<file path="config.mk">
export PLATFORM = sky130hd
export DESIGN_NAME = lru2_cache
export DESIGN_NICKNAME = d
export VERILOG_FILES = /design/src/rtl/lru2_cache_pkg.sv /design/src/rtl/lru2_way.sv /design/src/rtl/lru2_use.sv /design/src/rtl/lru2_cache.sv
export SDC_FILE = /design/constraint.sdc
export NUM_CORES = 1
export LEC_CHECK = 0
export ABC_CLOCK_PERIOD_IN_PS = 8400
export BUFFER_PORTS_ARGS = -buffer_cell sky130_fd_sc_hd__buf_2
export CAP_MARGIN = 0
export CELL_PAD_IN_SITES_DETAIL_PLACEMENT = 0
export CELL_PAD_IN_SITES_GLOBAL_PLACEMENT = 1
export CORE_AREA = 5 5 215 269
export DETAILED_ROUTE_END_ITERATION = 6
export DIE_AREA = 0 0 220 274
export PLACE_DENSITY = 0.75
export REMOVE_ABC_BUFFERS = 1
export SYNTH_ARGS = -nofsm -noshare
export SYNTH_HDL_FRONTEND = slang
export SYNTH_SLANG_ARGS = --single-unit
</file>
<file path="constraint.sdc">
create_clock -name clk -period 8.4 [get_ports clk]
set_clock_uncertainty 0.1 [all_clocks]
set_input_delay 0.42 -clock clk [delete_from_list [all_inputs] [get_ports clk]]
set_output_delay 0.42 -clock clk [all_outputs]
set_load 0.1 [all_outputs]
</file>
<file path="src/rtl/lru2_cache_pkg.sv">
package lru2_cache_pkg;

  typedef enum logic [1:0] {
    ST_IDLE = 2'd0,
    ST_LOOK = 2'd1,
    ST_MEM  = 2'd2
  } cache_state_e;

  // Replacement choice: empty way first (way 0 before way 1), else the use bit.
  function automatic logic pick_victim(input logic [1:0] valid, input logic use_bit);
    if (!valid[0])      return 1'b0;
    else if (!valid[1]) return 1'b1;
    else                return use_bit;
  endfunction

endpackage

</file>
<file path="src/rtl/lru2_way.sv">
module lru2_way #(
  parameter int TAG_W  = 28,
  parameter int DATA_W = 32,
  parameter int SETS   = 4,
  localparam int IDX_W = $clog2(SETS)
) (
  input  logic              clk,
  input  logic              rst,
  input  logic [IDX_W-1:0]  rd_idx,
  input  logic [TAG_W-1:0]  rd_tag,
  output logic              hit,
  output logic              valid_o,
  output logic [DATA_W-1:0] rd_data,
  input  logic              wr_en,
  input  logic [IDX_W-1:0]  wr_idx,
  input  logic [TAG_W-1:0]  wr_tag,
  input  logic [DATA_W-1:0] wr_data
);

  logic [SETS-1:0]   valid_q;
  logic [TAG_W-1:0]  tag_mem  [SETS];
  logic [DATA_W-1:0] data_mem [SETS];

  always_ff @(posedge clk) begin
    if (rst) valid_q <= '0;
    else if (wr_en) valid_q[wr_idx] <= 1'b1;
  end

  // Storage arrays carry no reset so they map onto plain RAM.
  always_ff @(posedge clk) begin
    if (wr_en) begin
      tag_mem[wr_idx]  <= wr_tag;
      data_mem[wr_idx] <= wr_data;
    end
  end

  assign valid_o = valid_q[rd_idx];
  assign rd_data = data_mem[rd_idx];
  assign hit     = valid_o && (tag_mem[rd_idx] == rd_tag);


  fill_valid_chk: assert property (@(posedge clk) disable iff (rst)
    wr_en |=> valid_q[$past(wr_idx)]);

endmodule

</file>
<file path="src/rtl/lru2_use.sv">
module lru2_use #(
  parameter int SETS = 4,
  localparam int IDX_W = $clog2(SETS)
) (
  input  logic             clk,
  input  logic             rst,
  input  logic [IDX_W-1:0] rd_idx,
  output logic             lru_way,
  input  logic             touch_en,
  input  logic [IDX_W-1:0] touch_idx,
  input  logic             touch_way
);

  logic [SETS-1:0] use_q;

  always_ff @(posedge clk) begin
    if (rst) use_q <= '0;
    else if (touch_en) use_q[touch_idx] <= ~touch_way;
  end

  assign lru_way = use_q[rd_idx];


  use_hold_chk: assert property (@(posedge clk) disable iff (rst)
    !touch_en |=> $stable(use_q));

endmodule

</file>
<file path="src/rtl/lru2_cache.sv">
module lru2_cache
  import lru2_cache_pkg::*;
#(
  parameter int ADDR_W = 32,
  parameter int DATA_W = 32,
  parameter int SETS   = 4,
  localparam int OFF_W   = 2,
  localparam int IDX_W   = $clog2(SETS),
  localparam int TAG_W   = ADDR_W - IDX_W - OFF_W,
  localparam int WADDR_W = ADDR_W - OFF_W
) (
  input  logic               clk,
  input  logic               rst,
  input  logic               cpu_req,
  input  logic               cpu_we,
  input  logic [ADDR_W-1:0]  cpu_addr,
  input  logic [DATA_W-1:0]  cpu_wdata,
  output logic               cpu_busy,
  output logic               cpu_done,
  output logic               cpu_hit,
  output logic [DATA_W-1:0]  cpu_rdata,
  output logic               mem_req,
  output logic               mem_we,
  output logic [WADDR_W-1:0] mem_addr,
  output logic [DATA_W-1:0]  mem_wdata,
  input  logic               mem_ready,
  input  logic [DATA_W-1:0]  mem_rdata
);

  cache_state_e      st;
  logic [IDX_W-1:0]  req_idx;
  logic [TAG_W-1:0]  req_tag;
  logic              req_we;
  logic [DATA_W-1:0] req_wdata;
  logic              vict_q;
  logic              hit_q;

  logic [1:0]        way_hit;
  logic [1:0]        way_valid;
  logic [1:0]        way_wr;
  logic [DATA_W-1:0] way_data [2];
  logic [DATA_W-1:0] wr_word;
  logic              any_hit;
  logic              hit_way;
  logic              lru_way;
  logic              victim;
  logic              fill;
  logic              look;
  logic              touch_en;
  logic              touch_way;

  assign look      = (st == ST_LOOK);
  assign any_hit   = |way_hit;
  assign hit_way   = way_hit[1];
  assign victim    = pick_victim(way_valid, lru_way);
  assign fill      = (st == ST_MEM) && mem_ready && !req_we;
  assign wr_word   = fill ? mem_rdata : req_wdata;
  assign touch_en  = (look && any_hit) || fill;
  assign touch_way = fill ? vict_q : hit_way;

  for (genvar w = 0; w < 2; w++) begin : g_way
    assign way_wr[w] = (look && req_we && way_hit[w]) || (fill && (vict_q == w[0]));

    lru2_way #(
      .TAG_W (TAG_W),
      .DATA_W(DATA_W),
      .SETS  (SETS)
    ) u_way (
      .clk    (clk),
      .rst    (rst),
      .rd_idx (req_idx),
      .rd_tag (req_tag),
      .hit    (way_hit[w]),
      .valid_o(way_valid[w]),
      .rd_data(way_data[w]),
      .wr_en  (way_wr[w]),
      .wr_idx (req_idx),
      .wr_tag (req_tag),
      .wr_data(wr_word)
    );
  end

  lru2_use #(.SETS(SETS)) u_use (
    .clk      (clk),
    .rst      (rst),
    .rd_idx   (req_idx),
    .lru_way  (lru_way),
    .touch_en (touch_en),
    .touch_idx(req_idx),
    .touch_way(touch_way)
  );

  always_ff @(posedge clk) begin
    if (rst) begin
      st        <= ST_IDLE;
      req_idx   <= '0;
      req_tag   <= '0;
      req_we    <= 1'b0;
      req_wdata <= '0;
      vict_q    <= 1'b0;
      hit_q     <= 1'b0;
      cpu_busy  <= 1'b0;
      cpu_done  <= 1'b0;
      cpu_hit   <= 1'b0;
      cpu_rdata <= '0;
      mem_req   <= 1'b0;
      mem_we    <= 1'b0;
      mem_addr  <= '0;
      mem_wdata <= '0;
    end else begin
      cpu_done <= 1'b0;
      case (st)
        ST_IDLE: begin
          if (cpu_req) begin
            req_idx   <= cpu_addr[OFF_W +: IDX_W];
            req_tag   <= cpu_addr[ADDR_W-1 -: TAG_W];
            req_we    <= cpu_we;
            req_wdata <= cpu_wdata;
            cpu_busy  <= 1'b1;
            st        <= ST_LOOK;
          end
        end
        ST_LOOK: begin
          if (!req_we && any_hit) begin
            cpu_rdata <= hit_way ? way_data[1] : way_data[0];
            cpu_hit   <= 1'b1;
            cpu_done  <= 1'b1;
            cpu_busy  <= 1'b0;
            st        <= ST_IDLE;
          end else begin
            mem_req   <= 1'b1;
            mem_we    <= req_we;
            mem_addr  <= {req_tag, req_idx};
            mem_wdata <= req_wdata;
            vict_q    <= victim;
            hit_q     <= any_hit;
            st        <= ST_MEM;
          end
        end
        ST_MEM: begin
          if (mem_ready) begin
            mem_req  <= 1'b0;
            mem_we   <= 1'b0;
            cpu_done <= 1'b1;
            cpu_busy <= 1'b0;
            cpu_hit  <= req_we ? hit_q : 1'b0;
            if (!req_we) cpu_rdata <= mem_rdata;
            st <= ST_IDLE;
          end
        end
        default: st <= ST_IDLE;
      endcase
    end
  end


  way_hit_onehot_chk: assert property (@(posedge clk) disable iff (rst)
    $onehot0(way_hit));


  done_pulse_chk: assert property (@(posedge clk) disable iff (rst)
    cpu_done |=> !cpu_done);


  done_no_mem_chk: assert property (@(posedge clk) disable iff (rst)
    cpu_done |-> !mem_req);


  mem_hold_chk: assert property (@(posedge clk) disable iff (rst)
    (mem_req && !mem_ready) |=> (mem_req && $stable(mem_addr) && $stable(mem_we) && $stable(mem_wdata)));


  store_miss_noalloc_chk: assert property (@(posedge clk) disable iff (rst)
    (look && req_we && !any_hit) |-> (way_wr == 2'b00));

endmodule

</file>
After elaboration in Yosys (flattened, before gate mapping)
Memories as Yosys holds them, arrays and structs flattened. A register that Yosys moved wholly into a read port is not among the register bits. Cells that the tools add are included. Widths: inputs -> output; s select.

Word-level logic and storage cells: 114. Flip-flop bits (word level): 178. Memory bits (writable): 480. Output and inout port bits: 99. Bits of input ports: 101. Memories kept: 4.

Memories: g_way[0].u_way.data_mem (depth 4, bits a word 32, read ports 1, clocked after Yosys merged registers in 1, wr ports 1, RTL line lru2_way.sv:22) `logic [DATA_W-1:0] data_mem [SETS];`; g_way[1].u_way.data_mem (depth 4, bits a word 32, read ports 1, clocked after Yosys merged registers in 1, wr ports 1, RTL line lru2_way.sv:22); g_way[0].u_way.tag_mem (depth 4, bits a word 28, read ports 1, clocked after Yosys merged registers in 1, wr ports 1, RTL line lru2_way.sv:21) `logic [TAG_W-1:0] tag_mem [SETS];`; g_way[1].u_way.tag_mem (depth 4, bits a word 28, read ports 1, clocked after Yosys merged registers in 1, wr ports 1, RTL line lru2_way.sv:21).

Eq/ne operators: 9. $lt $le $gt $ge: 2. Reduce and logical (&&, ||, !) cells: 27. Bitwise operators: 5. Multiplexer cells: 49.

Operator list (count): $mux 32 (5); $pmux 32 s2 (1); $eq 28x28->1 (2); $mux 2 (11); $mux 1 (21); $logic_and 1x1->1 (12); $ne 2x2->1 const B (4); $or 4x4->4 (2); $pmux 1 s2 (4); $reduce_and 4->1 (2); $bmux 1 s2 (3); $pmux 2 s3 (1); $reduce_and 2->1 (3); $reduce_and 3->1 (2); $bwmux 4 (1); $logic_or 1x1->1 (3); $lt 2x3->1 const B (1); $not 1->1 (3); $pmux 1 s3 (1); $reduce_bool 3->1 (1); $demux 1 s2 (1); $eq 2x1->1 const B (1); $eq 2x2->1 const B (1); $ge 2x1->1 const B (1); other kinds (5) (5).

Logic depth before layout (Yosys ltp)
Gate-level depths: netlist of the first run.

Depth in word-level cells: 7. Depth in mapped cells: 14. Gate-level depth less buffers: 8.

Cells and area by module
A second synthesis of the first run with hierarchy kept.

Cell total of the unflattened synthesis: 1672. Area total of the unflattened synthesis: 25624.6 um^2.

Modules (own cells, without submodules): lru2_way (area each 9241.4 um^2, seq. area each 7287.0 um^2, cells each 398, times used 2); lru2_cache (area each 6936.7 um^2, seq. area each 3323.2 um^2, cells each 858, times used 1); lru2_use (area each 205.2 um^2, seq. area each 80.1 um^2, cells each 18, times used 1).

Worst setup path before layout of the first run
OpenSTA, ideal clock, no wires.

Path kind: reg2reg. From: reg (tool-made name). To: mem g_way[0].u_way.data_mem[0][0], enable pin. Clock period less this slack: 6.821 ns. Setup time: 0.552 ns. Cell stages (with the launch flop): 11. Path buffers: 3. Data arrival time: 6.169 ns. Data required time: 7.748 ns. Path slack: 1.579 ns. Cell sequence: dfxtp_1 > buf_6 > buf_6 > buf_6 > mux4_2 > a2bb2oi_1 > o2111ai_1 > nor3_1 > nand4_1 > o21a_1 > nor3_1.

RTL lines (RTL line): end: declaration (lru2_way.sv:22).

==> impl_table.tex, run 1 <==
\begin{tabular}{lr}
\hline
Metric & Value \\
\hline
\multicolumn{2}{l}{\textbf{Status}} \\
Run status & finished clean \\
\multicolumn{2}{l}{\textbf{Critical path}} \\
Most frequent CP cell & buf\_4 \\
Req. time, crit path & approximately 8.5 ns \\
Arrival time worst endpoint & between 5 and 6 ns \\
Crit-path max FO & 57 \\
Critical-path top delay cell & dfxtp\_4 \\
Type of the worst setup path & reg2reg \\
Worst Setup End Kind & flop \\
Delay contributed by the slowest stage of the critical path & approximately 0.95 ns \\
Cell-by-cell trace of the critical path & buf\_4, mux2\_2, a221oi\_1, or2\_2, nand4\_1, nand4bb\_1, nor4\_1, o21ai\_0, inv\_2, buf\_4 \\
CP Launch Type & flop \\
Cell depth of the worst flop-to-flop path & 10 \\
R2r setup slk & between 2 and 3 ns \\
Reg2Reg Capture Point & g\_way[1].u\_way.data\_mem[2][28]\$\_DFFE\_PP\_ \\
\multicolumn{2}{l}{\textbf{Timing}} \\
Total Negative Setup Slacks & 0 ns \\
Worst max-slew margin expressed relative to the limit & 0.320 \\
Setup slack of the critical path after layout & between 2 and 3 ns \\
Final number of setup-violating endpoints & 0 \\
RSZ-0062 raised after global routing & no \\
Post-route fraction of the period consumed by the critical path & 0.670 \\
Clock period minus final worst setup slack & between 5 and 6 ns \\
Measured slew at the worst slew-check pin & 1.02 ns \\
Slew Viols, Final & 0 \\
Number of hold violations in the final report & 0 \\
Max frequency & around 0.18 GHz \\
\multicolumn{2}{l}{\textbf{Final layout}} \\
Layout area overhead & 16.9\% \\
Final \#Nets & approximately 2200 \\
Fin util & 0.578 \\
Share of layout cells above drive strength 1 & 0.221 \\
Fillcell total & roughly 4400 \\
N\_diodes & 0 \\
\multicolumn{2}{l}{\textbf{GRT}} \\
Antenna violations before repair & 1 \\
Vias in the first global route & approximately 18000 \\
Global routing usage summed across all routing layers & 0.227 \\
Wire length of the first global-routing pass & between 100000 and 150000 microns \\
Remaining global-route overflow & 0 \\
Maximum number of pins on one net before global-route repair & 83 \\
\multicolumn{2}{l}{\textbf{Power}} \\
Leakage power of the design & around 11 nW \\
Pwr Density & between 200 and 250 nW/um\^{}2 \\
Total power consumption of the routed design & around 7.5 mW \\
Max rail drop VDD & $\sim$170 uV \\
\multicolumn{2}{l}{\textbf{Clocking}} \\
Worst-path clk slew & around 0.06 ns \\
Worst-skew pair later-pin latency & a little over 0.6 ns \\
Total number of clock tree sinks & between 600 and 700 \\
CTS Root Buffer Type & clkbuf\_16 \\
Number of gates resized after cts & 0 \\
Buffer count from post-CTS setup fixing & 0 \\
Num CTS Buffers & 68 \\
Number of levels the H-tree was split into & 3 \\
Maximum number of buffers from clock root to sink & 3 \\
Clock tree from TritonCTS & built \\
\multicolumn{2}{l}{\textbf{Die}} \\
Die Outline Area & around 60000 sq um \\
Starting density of the core & 0.495 \\
Number of cell rows & 96 \\
Die Wd & around 220 microns \\
CORE AREA & $\sim$55000 sq um \\
Number of ports placed on the die boundary & 200 \\
Die height & $\sim$270 microns \\
\multicolumn{2}{l}{\textbf{Route}} \\
Routed Wire Length & 68200 microns \\
First DRT Iteration DRCs & 1143 \\
DRC violations left & 0 \\
Met3 routed wirelength & around 3800 microns \\
DRT Pass-1 Iters & 5 \\
Routed vias/inst & about 5.8 \\
Top layer in use & met4 \\
Count of antenna-violating nets left after detailed routing & 0 \\
Overall via count from detail\_route & 17000 \\
Routed wire per std cell & about 23 microns \\
Routed metal-1 wirelength & about 28000 microns \\
WL met2 & 35100 microns \\
\multicolumn{2}{l}{\textbf{Synthesis}} \\
Number of warning messages in the yosys log & 0 \\
Async S/R FF share, synth & 0 \\
Average instance area after synthesis & 14.2 sq um \\
Dominant cells by area after synthesis & edfxtp\_1 (53\%), dfxtp\_1 (13\%), mux4\_2 (9.0\%) \\
Post-synthesis instance area & 27100 sq um \\
Number of cells produced by synthesis & about 1900 \\
Number of synthesized flops with an enable pin & 480 \\
Sequential fraction of the synthesis area & 0.665 \\
Predominant post-synthesis flop cell & edfxtp\_1 \\
Number of unique standard cell types used by synthesis & 76 \\
Flip-flop and latch count after synthesis & 660 \\
Library cell with the largest summed area after synthesis & edfxtp\_1 \\
Area fraction of the dominant cell type after synthesis & 0.532 \\
\multicolumn{2}{l}{\textbf{Hold path}} \\
Cells on Worst Hold Path & 3 \\
Hold path start & cpu\_addr[2] \\
Worst hold-check path type & in2reg \\
\multicolumn{2}{l}{\textbf{Placement}} \\
PortBufs & 197 \\
HPWL Detailed & approximately 39000 microns \\
Routability cong. & 0.773 \\
Pre-CTS setup slack & 2.77 ns \\
\multicolumn{2}{l}{\textbf{Job}} \\
Max-capacitance violation count & 0 \\
\hline
\end{tabular}
==> state kept, by name, summed over array words and instances, names as in the netlist, named ones only <==
register and flops:
mem_req 1, g_way.u_way.data_mem 256, g_way.u_way.tag_mem 224, mem_wdata 32
st 2, req_we 1, u_use.use_q 4, req_tag 28
req_idx 2, mem_addr 30, cpu_rdata 32, cpu_busy 1
g_way.u_way.valid_q 8, hit_q 1, cpu_hit 1, cpu_done 1
mem_we 1, vict_q 1, req_wdata 32
==> Yosys cell counts (all sizes together) (3+ instances only) <==
cell     instances
or3             13
nand2          237
o2111ai          3
a2111o          32
o21ai           78
nand3            6
and4             3
a211oi          37
nor2            21
o211ai          52
mux2             6
edfxtp         480
a21boi          33
nor4             5
o32ai           37
xnor2           33
o221ai           3
o2bb2ai          4
mux2i           44
nand2b           8
inv             59
o22ai            6
nor3             9
clkbuf         106
a32oi            3
mux4           108
dfxtp          180
a21oi          145
nor2b           41
a2bb2oi          3
ha               4
and2             6
buf             42
nand4           12
or2              4
==> routing by layer <==
metal,GRT usage,vias up
li1,-,7766
met1,0.295,8659
met2,0.397,477
met3,0.0383,97
met4,0.0618,0
met5,0,-
==> cell usage in the layout, fill, tap and decap left out, types with 4 or more instances in the layout <==
cell,instances
clkbuf_8,6
nor2b_1,41
mux2_2,6
nand2b_1,8
o21ai_0,70
nor3_1,5
nor4_1,5
o32ai_1,37
inv_1,55
o22ai_1,6
clkinv_1,11
and2_1,4
xnor2_1,33
nand3_1,6
nor2_4,4
nand2_1,236
a21oi_1,144
edfxtp_1,480
mux4_2,108
mux2i_1,44
or2_2,4
dlygate4sd3_1,62
clkinv_2,12
o211ai_1,52
a211oi_1,37
or3_1,13
nor2_1,17
clkbuf_16,71
a2111o_1,32
bufinv_16,7
clkbuf_1,15
o21ai_1,8
buf_4,34
buf_2,196
nand4_1,12
a21boi_0,33
o2bb2ai_1,4
dfxtp_1,177
==> report_power, final <==
group          leakage (nW)  switching [mW]  internal (mW)
combinational          3.56           0.537          0.249
clock                  1.12            1.25           1.82
sequential             5.91          0.0959           3.57
==> how the worst max path moves through the flow <==
stage | to | slack (ns) | cells past startpoint
2_1_floorplan | g_way[0].u_way.data_mem[0][0]$_DFFE_PP_ | -3.38 | 7
3_3_place_gp | g_way[1].u_way.tag_mem[2][20]$_DFFE_PP_ | 2.82 | 10
3_5_place_dp | g_way[1].u_way.tag_mem[2][3]$_DFFE_PP_ | 2.77 | 10
4_1_cts | g_way[1].u_way.tag_mem[2][5]$_DFFE_PP_ | 2.76 | 10
5_1_grt | g_way[1].u_way.data_mem[2][8]$_DFFE_PP_ | 2.55 | 10
6_report | g_way[1].u_way.data_mem[2][28]$_DFFE_PP_ | 2.77 | 10
==> stage by stage <==
| step | instances | hold WS (ns) | area, sq um |
|---|---|---|---|
| global placement | 2723 | 0.332 | 28800 |
| CTS | 2911 | 0.0284 | 31700 |
| finish | 2911 | 0.0604 | 31700 |
| floorplan | 1755 | 0.316 | 26400 |
| global route | 2911 | 0.0403 | 31700 |
| detailed placement | 2723 | 0.341 | 28800 |
==> area by class of cell <==
class	instances	area (sq um)	area share
clock buffer	92	1920	0.0605
clock inverter	34	362	0.0114
inverter	59	221	0.00700
multi-input combinational	1036	8300	0.262
sequential	660	18000	0.569
tap	735	920	0.0290
timing repair buffer	295	1910	0.0603
==> critical path, delay by kind of cell, from the launching register on <==
family,cells,cell delay [ns]
and+or+nand+nor,4,1.25
buffers and inverters,3,1.90
muxes,1,0.44
DFF,1,0.95
AOI/OAI and AO/OA,2,0.51
==> repair_timing <==
| item | 4_1_cts | 5_1_grt |
|---|---|---|
| hold buffers | 62 | 0 |
| setup endpoints to repair | 0 | 0 |
| hold endpoints to repair | 63 | 0 |
==> cells by family (layout without fill, tap and decap cells) <==
family          count (synthesis)  after routing  share of synthesized area
flops                         660            660                      0.665
compound gates                461            461                      0.116
simple gates                  378            378                     0.0652
buf+inv                       207            480                     0.0321
mux                           158            158                      0.109
xor+xnor                       35             35                     0.0113
fa+ha+maj                       4              4                    0.00185
Note: power is estimated with default switching activity, not from simulation.
==> run 2, diff against run 1 <==
--- a/config.mk
+++ b/config.mk
@@ -5,15 +5,15 @@
 export SDC_FILE = /design/constraint.sdc
 export NUM_CORES = 1
 export LEC_CHECK = 0
-export ABC_CLOCK_PERIOD_IN_PS = 8400
+export ABC_CLOCK_PERIOD_IN_PS = 5050
 export BUFFER_PORTS_ARGS = -buffer_cell sky130_fd_sc_hd__buf_2
 export CAP_MARGIN = 0
 export CELL_PAD_IN_SITES_DETAIL_PLACEMENT = 0
 export CELL_PAD_IN_SITES_GLOBAL_PLACEMENT = 1
-export CORE_AREA = 5 5 215 269
+export CORE_AREA = 5 5 226 283
 export DETAILED_ROUTE_END_ITERATION = 6
-export DIE_AREA = 0 0 220 274
-export PLACE_DENSITY = 0.75
+export DIE_AREA = 0 0 231 288
+export PLACE_DENSITY = 0.72
 export REMOVE_ABC_BUFFERS = 1
 export SYNTH_ARGS = -nofsm -noshare
 export SYNTH_HDL_FRONTEND = slang
==> constraint.sdc (replaced) <==
create_clock -name clk -period 5.05 [get_ports clk]
set_clock_uncertainty 0.1 [all_clocks]
set_input_delay 0.2525 -clock clk [delete_from_list [all_inputs] [get_ports clk]]
set_output_delay 0.2525 -clock clk [all_outputs]
set_load 0.1 [all_outputs]
==> impl_table.tex, run 2 (synthesis results as in run 1) <==
\begin{tabular}{lr}
\hline
Metric & Value \\
\hline
\multicolumn{2}{l}{\textbf{Route}} \\
Count of antenna-violating nets left after detailed routing & 0 \\
DRT Pass-1 Iters & 5 \\
First DRT Iteration DRCs & around 1300 \\
Overall via count from detail\_route & between 15000 and 20000 \\
Routed Wire Length & between 70000 and 80000 microns \\
Routed wire per std cell & approximately 23 microns \\
Routed vias/inst & around 5.7 \\
DRC violations left & 0 \\
\multicolumn{2}{l}{\textbf{Die}} \\
Number of ports placed on the die boundary & 200 \\
Die height & 288 microns \\
Starting density of the core & 0.442 \\
CORE AREA & around 61000 sq um \\
Number of cell rows & 102 \\
Die Wd & 231 microns \\
Die Outline Area & approximately 67000 sq um \\
\multicolumn{2}{l}{\textbf{Critical path}} \\
Cell-by-cell trace of the critical path & buf\_12, buf\_4, mux4\_2, xnor2\_1, nand3\_1, or4b\_2, a2bb2oi\_4, buf\_12, a2111o\_1, o32ai\_1 \\
Crit-path max FO & 52 \\
Arrival time worst endpoint & $\sim$4.6 ns \\
Critical-path top delay cell & dfxtp\_4 \\
Top cell family by delay on the critical path & flip-flops \\
Delay contributed by the slowest stage of the critical path & $\sim$0.90 ns \\
Type of the worst setup path & reg2reg \\
Req. time, crit path & 5.46 ns \\
Most frequent CP cell & buf\_12 \\
Worst Setup End Kind & flop \\
CP Launch Type & flop \\
Number of buffers and inverters on the critical path & 3 \\
\multicolumn{2}{l}{\textbf{Final layout}} \\
Fillcell total & a little over 5000 \\
Final \#Nets & around 2300 \\
Max reg flops & roughly 260 \\
Finished Layout Cells & approximately 3000 \\
Layout area overhead & 20.3\% \\
Share of layout cells above drive strength 1 & 0.224 \\
Design area & approximately 33000 sq um \\
Largest regs & g\_way.u\_way.data\_mem (256), g\_way.u\_way.tag\_mem (224) \\
Most common cell after layout, fill and taps aside & edfxtp\_1 \\
Register with the most flip-flops & g\_way.u\_way.data\_mem \\
Top library cells by usage in the layout, fill and taps aside & edfxtp\_1 (480), nand2\_1 (236), buf\_2 (196) \\
N\_diodes & 0 \\
\multicolumn{2}{l}{\textbf{Timing}} \\
Post-route fraction of the period consumed by the critical path & 0.835 \\
Number of hold violations in the final report & 0 \\
Final number of setup-violating endpoints & 0 \\
Max frequency & about 0.24 GHz \\
Measured slew at the worst slew-check pin & between 0.9 and 1 ns \\
Total Negative Setup Slacks & 0 ns \\
Setup slack of the critical path after layout & roughly 0.83 ns \\
RSZ-0062 raised after global routing & no \\
Worst max-slew margin expressed relative to the limit & 0.354 \\
Slew Viols, Final & 0 \\
Clock period minus final worst setup slack & between 4 and 5 ns \\
\multicolumn{2}{l}{\textbf{GRT}} \\
Antenna violations before repair & 1 \\
Maximum number of pins on one net before global-route repair & roughly 120 \\
Vias in the first global route & 17900 \\
Wire length of the first global-routing pass & 108000 microns \\
Global routing usage summed across all routing layers & 0.210 \\
Remaining global-route overflow & 0 \\
\multicolumn{2}{l}{\textbf{Clocking}} \\
Total number of clock tree sinks & between 600 and 700 \\
Worst-path clk slew & $\sim$0.060 ns \\
Number of levels the H-tree was split into & 3 \\
CTS Root Buffer Type & clkbuf\_16 \\
Worst-skew pair later-pin latency & between 0.6 and 0.7 ns \\
Clock tree from TritonCTS & built \\
Num CTS Buffers & just under 70 \\
Maximum number of buffers from clock root to sink & 3 \\
Number of gates resized after cts & 0 \\
\multicolumn{2}{l}{\textbf{Power}} \\
Relative contribution of sequential cells to total power & 0.491 \\
Switching pwr & $\sim$3.2 mW \\
Part of the power in the clock network & 0.396 \\
Total power consumption of the routed design & 12.4 mW \\
Max rail drop VDD & 275 uV \\
Leakage power of the design & $\sim$11 nW \\
Cell-internal power & 9.22 mW \\
Pwr Density & $\sim$380 nW/um\^{}2 \\
Logic gate share of total power & 0.113 \\
Net switching share of the total power & 0.256 \\
\multicolumn{2}{l}{\textbf{Hold path}} \\
Worst hold-check path type & in2reg \\
\multicolumn{2}{l}{\textbf{Job}} \\
Max-capacitance violation count & 0 \\
\multicolumn{2}{l}{\textbf{Placement}} \\
Placed Cells & 2797 \\
Pre-CTS setup slack & roughly 0.8 ns \\
PortBufs & 197 \\
Total placed instance area & a little under 30000 sq um \\
Routability cong. & approximately 0.79 \\
HPWL Detailed & between 40000 and 50000 microns \\
\multicolumn{2}{l}{\textbf{Status}} \\
Run status & finished clean \\
\hline
\end{tabular}
run 2: changes by cell type in the layout (fill, tap and decap cells not counted), moves of 3 or more:
| cell | previous run | this run |
|---|---|---|
| clkinv_2 | 12 | 9 |
| bufinv_16 | 7 | 3 |
| buf_4 | 34 | 44 |
| buf_12 | 2 | 21 |
| clkbuf_8 | 6 | 2 |
| dlygate4sd3_1 | 62 | 113 |
run 2: what timing repair did:
| action | CTS | global route |
|---|---|---|
| setup buffers | 0 | 0 |
| hold endpoints to repair | 152 | 0 |
| hold buffers | 113 | 0 |
run 2: per-stage QoR:
stage	hold slack [ns]	util
final	0.0712	0.532
after global routing	0.0687	0.532
after CTS	0.0307	0.532
after detailed placement	0.346	0.478
after global placement	0.337	0.478
after floorplan	0.222	-
run 2: worst paths after layout:
path	start	end	slack [ns]	depth (start not counted)
max reg2reg	flop	cpu_rdata[30]$_SDFFE_PP0P_	0.83	10
min reg2reg	g_way[1].u_way.valid_q[1]$_SDFFE_PP0N_	g_way[1].u_way.valid_q[1]$_SDFFE_PP0N_	0.35	2
max	flop	cpu_rdata[30]$_SDFFE_PP0P_	0.83	10
min	cpu_req	st[1]$_SDFFE_PP0P_	0.07	5
run 2: tightest hold or removal path, stage by stage:
cell,delay (ns)
buf_2,0.13
inv_1,0.07
a21oi_1,0.09
o211ai_1,0.11
a21oi_1,0.07
run 2: cell type report:
class / instances / area (sq um) / area share
Clock buffer: 89 / 1890 / 0.0579
Clock inverter: 35 / 282 / 0.00864
Inverter: 59 / 221 / 0.00680
Multi-Input combinational cell: 1036 / 8310 / 0.255
Sequential cell: 660 / 18000 / 0.553
Tap cell: 780 / 976 / 0.0300
Timing Repair Buffer: 375 / 2870 / 0.0882
run 2: per-layer routing:
layer,global-route usage,part of all wire
met3,0.0341,0.053
met2,0.370,0.52
met5,0,0
met4,0.0535,0.018
met1,0.274,0.41
run 2: power by group through the flow:
stage / sequential, mW / combinational [mW] / clock, mW
after floorplan: 6.52 / 0.595 / 0
after global placement: 6.19 / 1.33 / 0
after detailed placement: 6.20 / 1.34 / 0
after CTS: 6.09 / 1.42 / 5.00
after global routing: 6.10 / 1.50 / 5.25
final: 6.08 / 1.41 / 4.90
